`config.mk`:
```
export PLATFORM = sky130hd
export DESIGN_NAME = loop_rot_commit
export DESIGN_NICKNAME = d
export VERILOG_FILES = /design/src/rtl/lrc_pkg.sv /design/src/rtl/lrc_req_decode.sv /design/src/rtl/lrc_loop_ctr.sv /design/src/rtl/lrc_pred_base.sv /design/src/rtl/lrc_reg_base.sv /design/src/rtl/loop_rot_commit.sv
export SDC_FILE = /design/constraint.sdc
export NUM_CORES = 1
export LEC_CHECK = 0
export BUFFER_PORTS_ARGS = -buffer_cell sky130_fd_sc_hd__buf_2
export CAP_MARGIN = 20
export CORE_MARGIN = 3
export CORE_UTILIZATION = 43
export DETAILED_ROUTE_END_ITERATION = 8
export PLACE_DENSITY_LB_ADDON = 0.12
export SKIP_CTS_REPAIR_TIMING = 1
export SLEW_MARGIN = 10
export SYNTH_ARGS = -nofsm -noshare
export SYNTH_HDL_FRONTEND = slang
export SYNTH_SLANG_ARGS = --single-unit
```
`constraint.sdc`:
```
create_clock -name clk -period 2.7 [get_ports clk]
set_input_delay 0.135 -clock clk [delete_from_list [all_inputs] [get_ports clk]]
set_output_delay 0.135 -clock clk [all_outputs]
set_load 0.02 [all_outputs]
```
`src/rtl/lrc_pkg.sv`:
```
package lrc_pkg;
  localparam int STAT_W  = 64;
  localparam int CNT_W   = 32;
  localparam int OVF_POS = 51;
  localparam int FLD_W   = 6;
  localparam int PB_W    = 6;
  localparam int RB_W    = 8;
  localparam int CTL_W   = 32;
  localparam int N_TGT   = 3;

  typedef enum int {TGT_LOOP = 0, TGT_PRED = 1, TGT_REG = 2} tgt_e;

  function automatic int taken_pos(input int t);
    case (t)
      TGT_LOOP: taken_pos = 16;
      TGT_PRED: taken_pos = 18;
      default:  taken_pos = 21;
    endcase
  endfunction

  function automatic int nottaken_pos(input int t);
    nottaken_pos = taken_pos(t) + 1;
  endfunction
endpackage

```
`src/rtl/lrc_req_decode.sv`:
```
module lrc_req_decode
  import lrc_pkg::*;
#(
  parameter int CW = CTL_W,
  parameter int NT = N_TGT
) (
  input  logic          commit_valid,
  input  logic [CW-1:0] ctl_word,
  input  logic          br_taken,
  output logic [NT-1:0] step
);
  for (genvar t = 0; t < NT; t++) begin : g_tgt
    localparam int TKP = taken_pos(t);
    localparam int NTP = nottaken_pos(t);
    assign step[t] = commit_valid & (br_taken ? ctl_word[TKP] : ctl_word[NTP]);
  end
endmodule

```
`src/rtl/lrc_loop_ctr.sv`:
```
module lrc_loop_ctr #(
  parameter int SW  = 64,
  parameter int CW  = 32,
  parameter int OVP = 51
) (
  input  logic          clk,
  input  logic          rst_n,
  input  logic          step,
  input  logic          ld_en,
  input  logic [SW-1:0] ld_data,
  output logic [SW-1:0] stat_q
);
  localparam int HW = SW - CW;
  localparam logic [HW-1:0] OVF_MASK = {{(HW-1){1'b0}}, 1'b1} << (OVP - CW);

  logic [CW-1:0] cnt, cnt_m1, cnt_sat;
  logic          hit_one;
  logic [SW-1:0] stat_d;

  always_comb begin
    cnt     = stat_q[CW-1:0];
    cnt_m1  = cnt - CW'(1);
    cnt_sat = (cnt == '0) ? cnt : cnt_m1;
    hit_one = (cnt_m1 == '0);
    stat_d  = stat_q;
    if (ld_en) begin
      stat_d = ld_data;
    end else if (step) begin
      stat_d[CW-1:0] = cnt_sat;
      if (hit_one) stat_d[OVP] = 1'b1;
    end
  end

  always_ff @(posedge clk) begin
    if (!rst_n) stat_q <= '0;
    else        stat_q <= stat_d;
  end

  a_r3_sat_zero: assert property (@(posedge clk) disable iff (!rst_n)
    (step && !ld_en && stat_q[CW-1:0] == '0) |=> (stat_q == $past(stat_q)));

  a_r4_ovf_sticky: assert property (@(posedge clk) disable iff (!rst_n)
    (!ld_en && stat_q[OVP]) |=> stat_q[OVP]);

  a_r4_upper_kept: assert property (@(posedge clk) disable iff (!rst_n)
    (!ld_en) |=> ((stat_q[SW-1:CW] | OVF_MASK) == ($past(stat_q[SW-1:CW]) | OVF_MASK)));

  a_r4_ovf_on_one: assert property (@(posedge clk) disable iff (!rst_n)
    (step && !ld_en && stat_q[CW-1:0] == CW'(1)) |=> (stat_q[OVP] && stat_q[CW-1:0] == '0));
endmodule

```
`src/rtl/lrc_pred_base.sv`:
```
module lrc_pred_base #(
  parameter int PW = 6
) (
  input  logic          clk,
  input  logic          rst_n,
  input  logic          step,
  input  logic          ld_size_en,
  input  logic [PW-1:0] ld_size,
  output logic [PW-1:0] base_q,
  output logic [PW-1:0] size_q
);
  logic [PW-1:0] base_m1, base_d, size_d;

  always_comb begin
    base_m1 = base_q - PW'(1);
    base_d  = base_q;
    if (step) base_d = (base_m1 < size_q) ? base_m1 : size_q;
    size_d  = ld_size_en ? ld_size : size_q;
  end

  always_ff @(posedge clk) begin
    if (!rst_n) begin
      base_q <= '0;
      size_q <= '0;
    end else begin
      base_q <= base_d;
      size_q <= size_d;
    end
  end

  a_r6_zero_wraps: assert property (@(posedge clk) disable iff (!rst_n)
    (step && base_q == '0) |=> (base_q == $past(size_q)));

  a_r6_bounded: assert property (@(posedge clk) disable iff (!rst_n)
    step |=> (base_q <= $past(size_q)));

  a_r5_hold: assert property (@(posedge clk) disable iff (!rst_n)
    (!step) |=> $stable(base_q));
endmodule

```
`src/rtl/lrc_reg_base.sv`:
```
module lrc_reg_base #(
  parameter int RW = 8,
  parameter int FW = 6
) (
  input  logic          clk,
  input  logic          rst_n,
  input  logic          step,
  input  logic          ld_en,
  input  logic [FW-1:0] f_cur,
  input  logic [FW-1:0] f_size,
  input  logic [FW-1:0] f_rot,
  output logic [RW-1:0] base_q,
  output logic [RW-1:0] size_q,
  output logic [RW-1:0] rot_q
);
  logic [RW-1:0] stepped, wrapped, base_d, size_d, rot_d;

  always_comb begin
    stepped = base_q + RW'(2);
    wrapped = (stepped >= size_q) ? (stepped - size_q) : stepped;
    base_d  = base_q;
    size_d  = size_q;
    rot_d   = rot_q;
    if (ld_en) begin
      base_d = RW'(f_cur) << 1;
      size_d = (RW'(f_size) << 1) + RW'(2);
      rot_d  = RW'(f_rot) << 1;
    end else if (step) begin
      base_d = wrapped;
    end
  end

  always_ff @(posedge clk) begin
    if (!rst_n) begin
      base_q <= '0;
      size_q <= '0;
      rot_q  <= '0;
    end else begin
      base_q <= base_d;
      size_q <= size_d;
      rot_q  <= rot_d;
    end
  end

  a_r7_stays_in_range: assert property (@(posedge clk) disable iff (!rst_n)
    (step && !ld_en && size_q != '0 && base_q < size_q) |=> (base_q < size_q));

  a_r8_size_even_min: assert property (@(posedge clk) disable iff (!rst_n)
    ld_en |=> (size_q >= RW'(2) && !size_q[0] && !base_q[0] && !rot_q[0]));

  a_r11_size_held: assert property (@(posedge clk) disable iff (!rst_n)
    (!ld_en) |=> ($stable(size_q) && $stable(rot_q)));
endmodule

```
`src/rtl/loop_rot_commit.sv`:
```
module loop_rot_commit
  import lrc_pkg::*;
(
  input  logic              clk,
  input  logic              rst_n,
  input  logic              commit_valid,
  input  logic [CTL_W-1:0]  ctl_word,
  input  logic              br_taken,
  input  logic              ld_stat,
  input  logic [STAT_W-1:0] stat_data,
  input  logic              ld_rbase,
  input  logic              ld_psize,
  input  logic [31:0]       set_word,
  output logic [STAT_W-1:0] stat_q,
  output logic [PB_W-1:0]   pbase_q,
  output logic [PB_W-1:0]   psize_q,
  output logic [RB_W-1:0]   rbase_q,
  output logic [RB_W-1:0]   rsize_q,
  output logic [RB_W-1:0]   rrot_q
);
  logic [N_TGT-1:0] step;

  lrc_req_decode #(.CW(CTL_W), .NT(N_TGT)) u_dec (
    .commit_valid(commit_valid),
    .ctl_word    (ctl_word),
    .br_taken    (br_taken),
    .step        (step)
  );

  lrc_loop_ctr #(.SW(STAT_W), .CW(CNT_W), .OVP(OVF_POS)) u_loop (
    .clk    (clk),
    .rst_n  (rst_n),
    .step   (step[TGT_LOOP]),
    .ld_en  (ld_stat),
    .ld_data(stat_data),
    .stat_q (stat_q)
  );

  lrc_pred_base #(.PW(PB_W)) u_pred (
    .clk       (clk),
    .rst_n     (rst_n),
    .step      (step[TGT_PRED]),
    .ld_size_en(ld_psize),
    .ld_size   (set_word[23:18]),
    .base_q    (pbase_q),
    .size_q    (psize_q)
  );

  lrc_reg_base #(.RW(RB_W), .FW(FLD_W)) u_reg (
    .clk   (clk),
    .rst_n (rst_n),
    .step  (step[TGT_REG]),
    .ld_en (ld_rbase),
    .f_cur (set_word[17:12]),
    .f_size(set_word[11:6]),
    .f_rot (set_word[5:0]),
    .base_q(rbase_q),
    .size_q(rsize_q),
    .rot_q (rrot_q)
  );

  a_r12_idle_hold: assert property (@(posedge clk) disable iff (!rst_n)
    (!commit_valid && !ld_stat && !ld_rbase && !ld_psize) |=>
      ($stable(stat_q) && $stable(pbase_q) && $stable(psize_q) &&
       $stable(rbase_q) && $stable(rsize_q) && $stable(rrot_q)));

  a_r2_outcome_gate: assert property (@(posedge clk) disable iff (!rst_n)
    (commit_valid && !ld_stat && br_taken && !ctl_word[16]) |=> $stable(stat_q));
endmodule

```
# After elaboration in Yosys (flattened, before gate mapping)
# Index checks and enable logic that the tools add are counted.
# W data, S select, Z words.
[word_totals]
wordCells = 42
inputBits = 135
regBits = 98
[classes]
add_sub_neg = 5
reduce_logical = 8
n_lt_le_gt_ge = 2
n_eq_ne = 1
muxes = 13
bitwise = 4
[op_table]
columns = ["cell", "n"]
rows = [
  ["$mux W32", 3],
  ["$logic_not A32 Y1", 2],
  ["$sub A32 B1 Y32 const B", 1],
  ["$mux W7", 2],
  ["$add A7 B2 Y8 const B", 1],
  ["$add A8 B2 Y8 const B", 1],
  ["$ge A8 B8 Y1", 1],
  ["$mux W8", 1],
  ["$sub A8 B8 Y8", 1],
  ["$lt A6 B6 Y1", 1],
  ["$mux W1", 6],
  ["$mux W6", 1],
  ["$reduce_bool A2 Y1", 3],
  ["$sub A6 B1 Y6 const B", 1],
  ["$reduce_and A2 Y1", 2],
  ["$and A1 B1 Y1", 3],
  ["$ne A2 B2 Y1 const B", 1],
  ["$reduce_or A2 Y1", 1],
  ["$not A1 Y1", 1],
]

# Logic depth before layout (Yosys ltp)
# Gate-level depths: netlist of run 1.
[depth]
ltp_word = 5
depth_mapped = 11
mapped_depth_nobuf = 11

# Modules after synthesis
# A second synthesis of run 1 with hierarchy kept.
[hier_totals]
hier_cells = 619
hier_area_um2 = 5406.4
[by_module_without_submodules]
columns = ["mod", "seq_area_each_um2", "instances", "area_per_inst_um2", "cells_each"]
rows = [
  ["lrc_loop_ctr", 1281.2, 1, 3224.3, 364],
  ["lrc_reg_base", 400.4, 1, 1335.0, 156],
  ["lrc_pred_base", 240.2, 1, 798.3, 93],
  ["lrc_req_decode", 0.0, 1, 48.8, 6],
]

# Worst setup path after synthesis of run 1
# No wires, ideal clock.
[synth_timing]
kind = "flip-flop to flip-flop"
from = "reg u_loop.stat_q[0]"
to = "reg u_loop.stat_q[51]"
stages_incl_launch_ff = 11
path_buffers = 1
setup_slack_ns = -0.309
arrival_time_ns = 2.921
path_cell_list = "dfxtp_1 -> inv_1 -> ha_1 -> or3b_1 -> buf_6 -> or4b_1 -> a21oi_1 -> o2111ai_1 -> or4_1 -> or3_1 -> o32ai_2"
[synth_between]
elab_chain_cells = 4
[synth_rtl]
columns = ["element", "line", "text"]
rows = [
  ["from (decl)", "lrc_loop_ctr.sv:11", "output logic [SW-1:0] stat_q"],
  ["from (signal assigned)", "lrc_loop_ctr.sv:36", "else stat_q <= stat_d;"],
  ["$sub A32 B1 Y32", "lrc_loop_ctr.sv:22", "cnt_m1 = cnt - CW'(1);"],
  ["$logic_not A32 Y1", "lrc_loop_ctr.sv:24", "hit_one = (cnt_m1 == '0);"],
  ["$reduce_bool A2 Y1 (no source line)", "n/a", ""],
  ["$reduce_and A2 Y1 (no source line)", "n/a", ""],
]
# No other way between the ends.
# A chain may end at the register's enable or synchronous reset.

# Final worst setup path of run 1
# Same ends and word-level chain as after synthesis.

==> flow_summary.toml, run 1 <==
[outcome]
status = "complete, but fails checks"
violations = "hold timing"

[floorplanning]
die_area_sq_mm = 0.0139
io_pins = 235
core_sq_mm = 0.0121
initial_utilization_pct = 44.3
rows = 40
fp.dieW_um = 118
die_y_um = 118

[global_routing]
grtUsageTotal_pct = 21.7
grt_max_degree = 57
grt_pass1_vias = 5264
grt_pass1_wl_um = 25100
gr-total-overflow = 0
antenna_found_initial = 2

[setup_path]
cp_slowest_cell = "or4b_4"
worst-path-buf-inv = 1
path_class = "flop to flop"
start_kind = "flop"
path_max_fanout = 4
critPathArrivalTime_ps = 2920
cp.required_ps = 2970
cp-end-kind = "flop"
crit_family = "simple AND/OR/NAND/NOR gates"
crit_path_max_incr_delay_ps = 490
cp_cell_sequence = "inv_2 > ha_4 > or3b_1 > or4b_4 > a21oi_2 > o2111ai_1 > or4_1 > or3_4 > o32ai_2"

[final_layout]
n_antenna_cell = 0
final_common_cell = "buf_2"
layout_common_cells = "buf_2 (196), dfxtp_1 (90), nor2_1 (77), mux2i_1 (55), buf_4 (43)"
nets = 997
syn_to_final_growth_pct = 33.1
final_util_pct = 59.0
drive_gt1_share_pct = 34.9

[min_path]
hold_path_class = "primary input to flop"

[logic_synthesis]
netlist_area_sq_mm = 0.00537
ys_ff_latch = 96
ys_types = 65
netlist_instances = 632
avgSynthCellArea_sq_um = 8.49
synth_edf_count = 0
seq_area_frac_synth_pct = 35.8
async_flop_share_pct = 0
ys.flop_type = "dfxtp_1"
ys_warn_count = 0

[clock_network]
cts_root_buf = "clkbuf_16"
htree_levels = 3
cts_tree = "yes"
clock_latency_ps = 350
clock-sinks = 96
clockBufferDepth = 2
cts_buffers = 9
clk_pin_slew_ps = 70

[detailed_routing]
totalWireLength_um = 15400
first_pass_iters = 4
drc_errors = 0
wire_per_inst_um = 15.1
drt_iter0_drc = 229
top_layer_used = "met5"
vias = 5317
wl_met2_um = 7790
viasPerCell = 5.23
dr_wl_met3_um = 872
wl_met1_um = 6470
antenna_left = 0

[flow_run]
cap_viol_max_count = 0

[sta]
period_share_pct = 98.4
finalMaxSlewViolations = 0
rsz0062_at_grt = "yes"
holdWs_ps = -0.483
final.setup.tns_ps = 0
period_needed_ps = 2660
hold_violations = 1
worst_pin_slew_ps = 647
worst_slack_ps = 42.7
slew_headroom_pct = 56.8
setup_viol = 0
clock.fmax_mhz = 376
skew_ps = 8.94

[place]
gp_congestion = 0.882
io_buffers = 196
dp_hpwl_um = 11700
post-place-ws_ps = 12.2

[pwr]
p_per_area_mw_per_mm2 = 665
vdd_drop_max_v = 0.000374
p_leak_nw = 3.32
[final cells by class]
cell class	count	area (sq um)
timing repair buffer	240	1320
tap	168	210
clock buffer	9	225
clock inverter	7	77.6
inverter	26	100
fill	1140	4970
sequential	96	1940
multi-input combinational	471	3270
[layer usage]
metal	vias up	track usage [%]
li1	2661	-
met1	2489	25.8
met2	146	38.3
met3	17	5.05
met4	4	7.40
met5	-	0
[sequential cells by signal, summed over array words and instances, names as in the netlist]
register / cells
u_reg.rot_q: 6
u_pred.size_q: 6
u_pred.base_q: 6
u_reg.base_q: 7
u_loop.stat_q: 64
u_reg.size_q: 7
[report_power, final]
group / total (mW) / switching [mW] / internal, mW
Clock: 1.28 / 0.628 / 0.654
Sequential: 1.66 / 0.125 / 1.54
Combinational: 1.80 / 0.978 / 0.823
Total: 4.75 / 1.73 / 3.02
[cells in the mapped netlist, drive strengths merged (7+ instances only)]
cell,number,share of area (%)
ha,17,4.0
a21oi,38,3.5
nand3,21,2.0
dfxtp,96,36
o31ai,8,1.1
xnor2,25,4.1
nand2,25,1.7
a211oi,11,1.5
inv,26,1.8
mux2i,55,10
buf,17,1.9
nor3,21,2.0
nor2b,7,0.82
xor2,22,3.6
nor4,10,1.4
nor2,78,5.5
o21ai,39,3.6
clkbuf,25,1.9
[per-stage QoR]
| step | total power [mW] | instances | cell area [sq um] |
|---|---|---|---|
| 2_1_floorplan | 2.83 | 635 | 5430 |
| 3_3_place_gp | 3.36 | 1000 | 6740 |
| 3_5_place_dp | 3.42 | 1000 | 6740 |
| 4_1_cts | 4.72 | 1016 | 7040 |
| 5_1_grt | 5.05 | 1017 | 7140 |
| 6_report | 4.75 | 1017 | 7140 |
[worst reg2reg max path: cells and delay by family, from the launching register on]
kind | cells | cell delay (ps)
AO/OA/AOI/OAI | 3 | 430
adder cells (fa/ha/maj) | 1 | 110
buffers and inverters | 1 | 60
flip-flops | 1 | 360
AND/OR/NAND/NOR | 4 | 1630
[logic make-up (layout without fill, tap and decap cells)]
group | Yosys count | count (layout) | share of synthesized area (%)
compound gates | 135 | 135 | 15.9
xor+xnor | 47 | 47 | 7.67
fa+ha+maj | 18 | 18 | 4.34
buf+inv | 68 | 282 | 5.69
flops | 96 | 96 | 35.8
mux | 57 | 57 | 10.7
other cells | 1 | 4 | 0.0699
simple gates | 210 | 210 | 19.8
[worst paths after layout]
kind	startpoint	to	slack [ps]	cells past startpoint
setup / recovery	u_loop.stat_q[0]	u_loop.stat_q[51]	40	9
hold / removal	set_word[6]	u_reg.size_q[1]	-0.5	2
setup reg to reg	u_loop.stat_q[0]	u_loop.stat_q[51]	40	9
hold reg to reg	u_loop.stat_q[44]	u_loop.stat_q[44]	490	2
Note: power is estimated with default switching activity, not from simulation.
==> run 2: changes to the inputs <==
clock period = 2.4 ns   (was 2.7 ns; I/O delays follow)
==> run 2 against run 1 <==
The run ends with hold timing, setup timing left. Largest power group unchanged. Register-to-register slack got worse by 360 ps. Flip-flop and latch count did not move. Non-clock buffer count rose by 30. Sequential share of layout area decreased by 1.5 points. Critical path type unchanged.
==> flow_summary.toml, run 2 (same netlist as run 1, synthesis figures left out) <==
[floorplanning]
die_area_sq_mm = 0.0139
rows = 40
initial_utilization_pct = 44.3
io_pins = 235
core_sq_mm = 0.0121
die_y_um = 118
fp.dieW_um = 118

[flow_run]
cap_viol_max_count = 0

[sta]
clock.fmax_mhz = 368
skew_ps = 6.62
holdWs_ps = -4.56
hold_violations = 1
period_needed_ps = 2710
finalMaxSlewViolations = 0
rsz0062_at_grt = "yes"
worst_pin_slew_ps = 629
worst_slack_ps = -314
setup_viol = 2
slew_headroom_pct = 58.1
period_share_pct = 113

[setup_path]
cp_cell_sequence = "inv_4 > ha_4 > or3b_4 > or4b_4 > a21oi_2 > o2111ai_1 > or4_1 > or3_4 > o32ai_2"
crit_path_max_incr_delay_ps = 490
cp_slowest_cell = "or4b_4"
path_max_fanout = 4
worst-path-buf-inv = 1
path_class = "flop to flop"
critPathArrivalTime_ps = 2980
cp-end-kind = "flop"
cp.required_ps = 2670
start_kind = "flop"
crit_family = "simple AND/OR/NAND/NOR gates"

[clock_network]
clk_pin_slew_ps = 70
htree_levels = 3
clock_latency_ps = 350
clock-sinks = 96
cts_buffers = 9
cts_root_buf = "clkbuf_16"
clockBufferDepth = 2
cts_tree = "yes"

[global_routing]
grt_max_degree = 57
grt_pass1_wl_um = 25600
grt_pass1_vias = 5216
gr-total-overflow = 0
grtUsageTotal_pct = 22.3
antenna_found_initial = 1

[outcome]
violations = "hold timing, setup timing"
status = "complete, but fails checks"

[pwr]
p_per_area_mw_per_mm2 = 770
vdd_drop_max_v = 0.000474
p_leak_nw = 3.53
power_mw = 5.86

[detailed_routing]
drc_errors = 0
antenna_left = 0
drt_iter0_drc = 271
vias = 5481
wire_per_inst_um = 15.4
totalWireLength_um = 16200
first_pass_iters = 5
viasPerCell = 5.23

[final_layout]
multiInputGateArea_sq_mm = 0.00346
drive_gt1_share_pct = 40.3
nets = 1027
syn_to_final_growth_pct = 41.8
largestRegisters = "u_loop.stat_q: 64 flops, u_reg.base_q: 7 flops, u_reg.size_q: 7 flops"
n_antenna_cell = 0
final_common_cell = "buf_2"
stdcell_area_sq_mm = 0.00761
top_register = "u_loop.stat_q"
fin_cells = 1047
layout_common_cells = "buf_2 (196), dfxtp_1 (87), nor2_1 (74), buf_4 (69), mux2i_1 (55)"
largest_reg_flops = 64
seq_area_sq_mm = 0.00195
fillCellCount = 1112

[place]
placed_area_sq_mm = 0.00698
post-place-ws_ps = -315
placed_cells = 1024
gp_congestion = 0.890
dp_hpwl_um = 12000
io_buffers = 196

[min_path]
hold_path_class = "primary input to flop"
## run 2: cell types whose count changed in the layout (fill, tap and decap cells not counted), moves of 3 or more
cell | before | now
dfxtp_1 | 90 | 87
buf_6 | 0 | 4
nor3_2 | 0 | 4
dfxtp_4 | 3 | 6
nor3_1 | 20 | 16
ha_4 | 2 | 5
buf_4 | 43 | 69
nor2_1 | 77 | 74
## run 2: area by class of cell
class                           instances  area share, %
Clock buffer                           11           3.47
Timing Repair Buffer                  270           20.4
Inverter                               26           1.35
Tap cell                              168           2.76
Multi-Input combinational cell        471           45.5
Clock inverter                          5          0.888
Sequential cell                        96           25.6
## run 2: metrics by stage
stage	util, %	TNS (ps)	hold WS, ps
final	62.8	-409	-4.56
after global routing	62.8	-1610	3.71
after CTS	60.4	-407	-21.3
after detailed placement	57.7	-329	352
after global placement	57.7	-270	344
after floorplan	-	-366	219
## run 2: path summary, 6_finish.rpt
path | startpoint | to | slack (ps) | cells after the start
max | u_loop.stat_q[1] | u_loop.stat_q[51] | -310 | 9
max reg2reg | u_loop.stat_q[1] | u_loop.stat_q[51] | -310 | 9
min | stat_data[28] | u_loop.stat_q[28] | -5 | 2
min reg2reg | u_pred.base_q[1] | u_pred.base_q[1] | 500 | 2
## run 2: routing by layer
layer	global-route usage [%]	vias to the layer above	part of all wire, %
li1	-	2717	-
met1	27.3	2561	43
met2	38.4	183	49
met3	5.81	18	6.2
met4	7.11	2	1.6
met5	0	-	0.043
## run 2: report_power, final
group / switching (mW) / internal [mW]
clock network: 0.678 / 0.918
registers: 0.140 / 1.73
logic: 1.22 / 1.17
total: 2.03 / 3.82
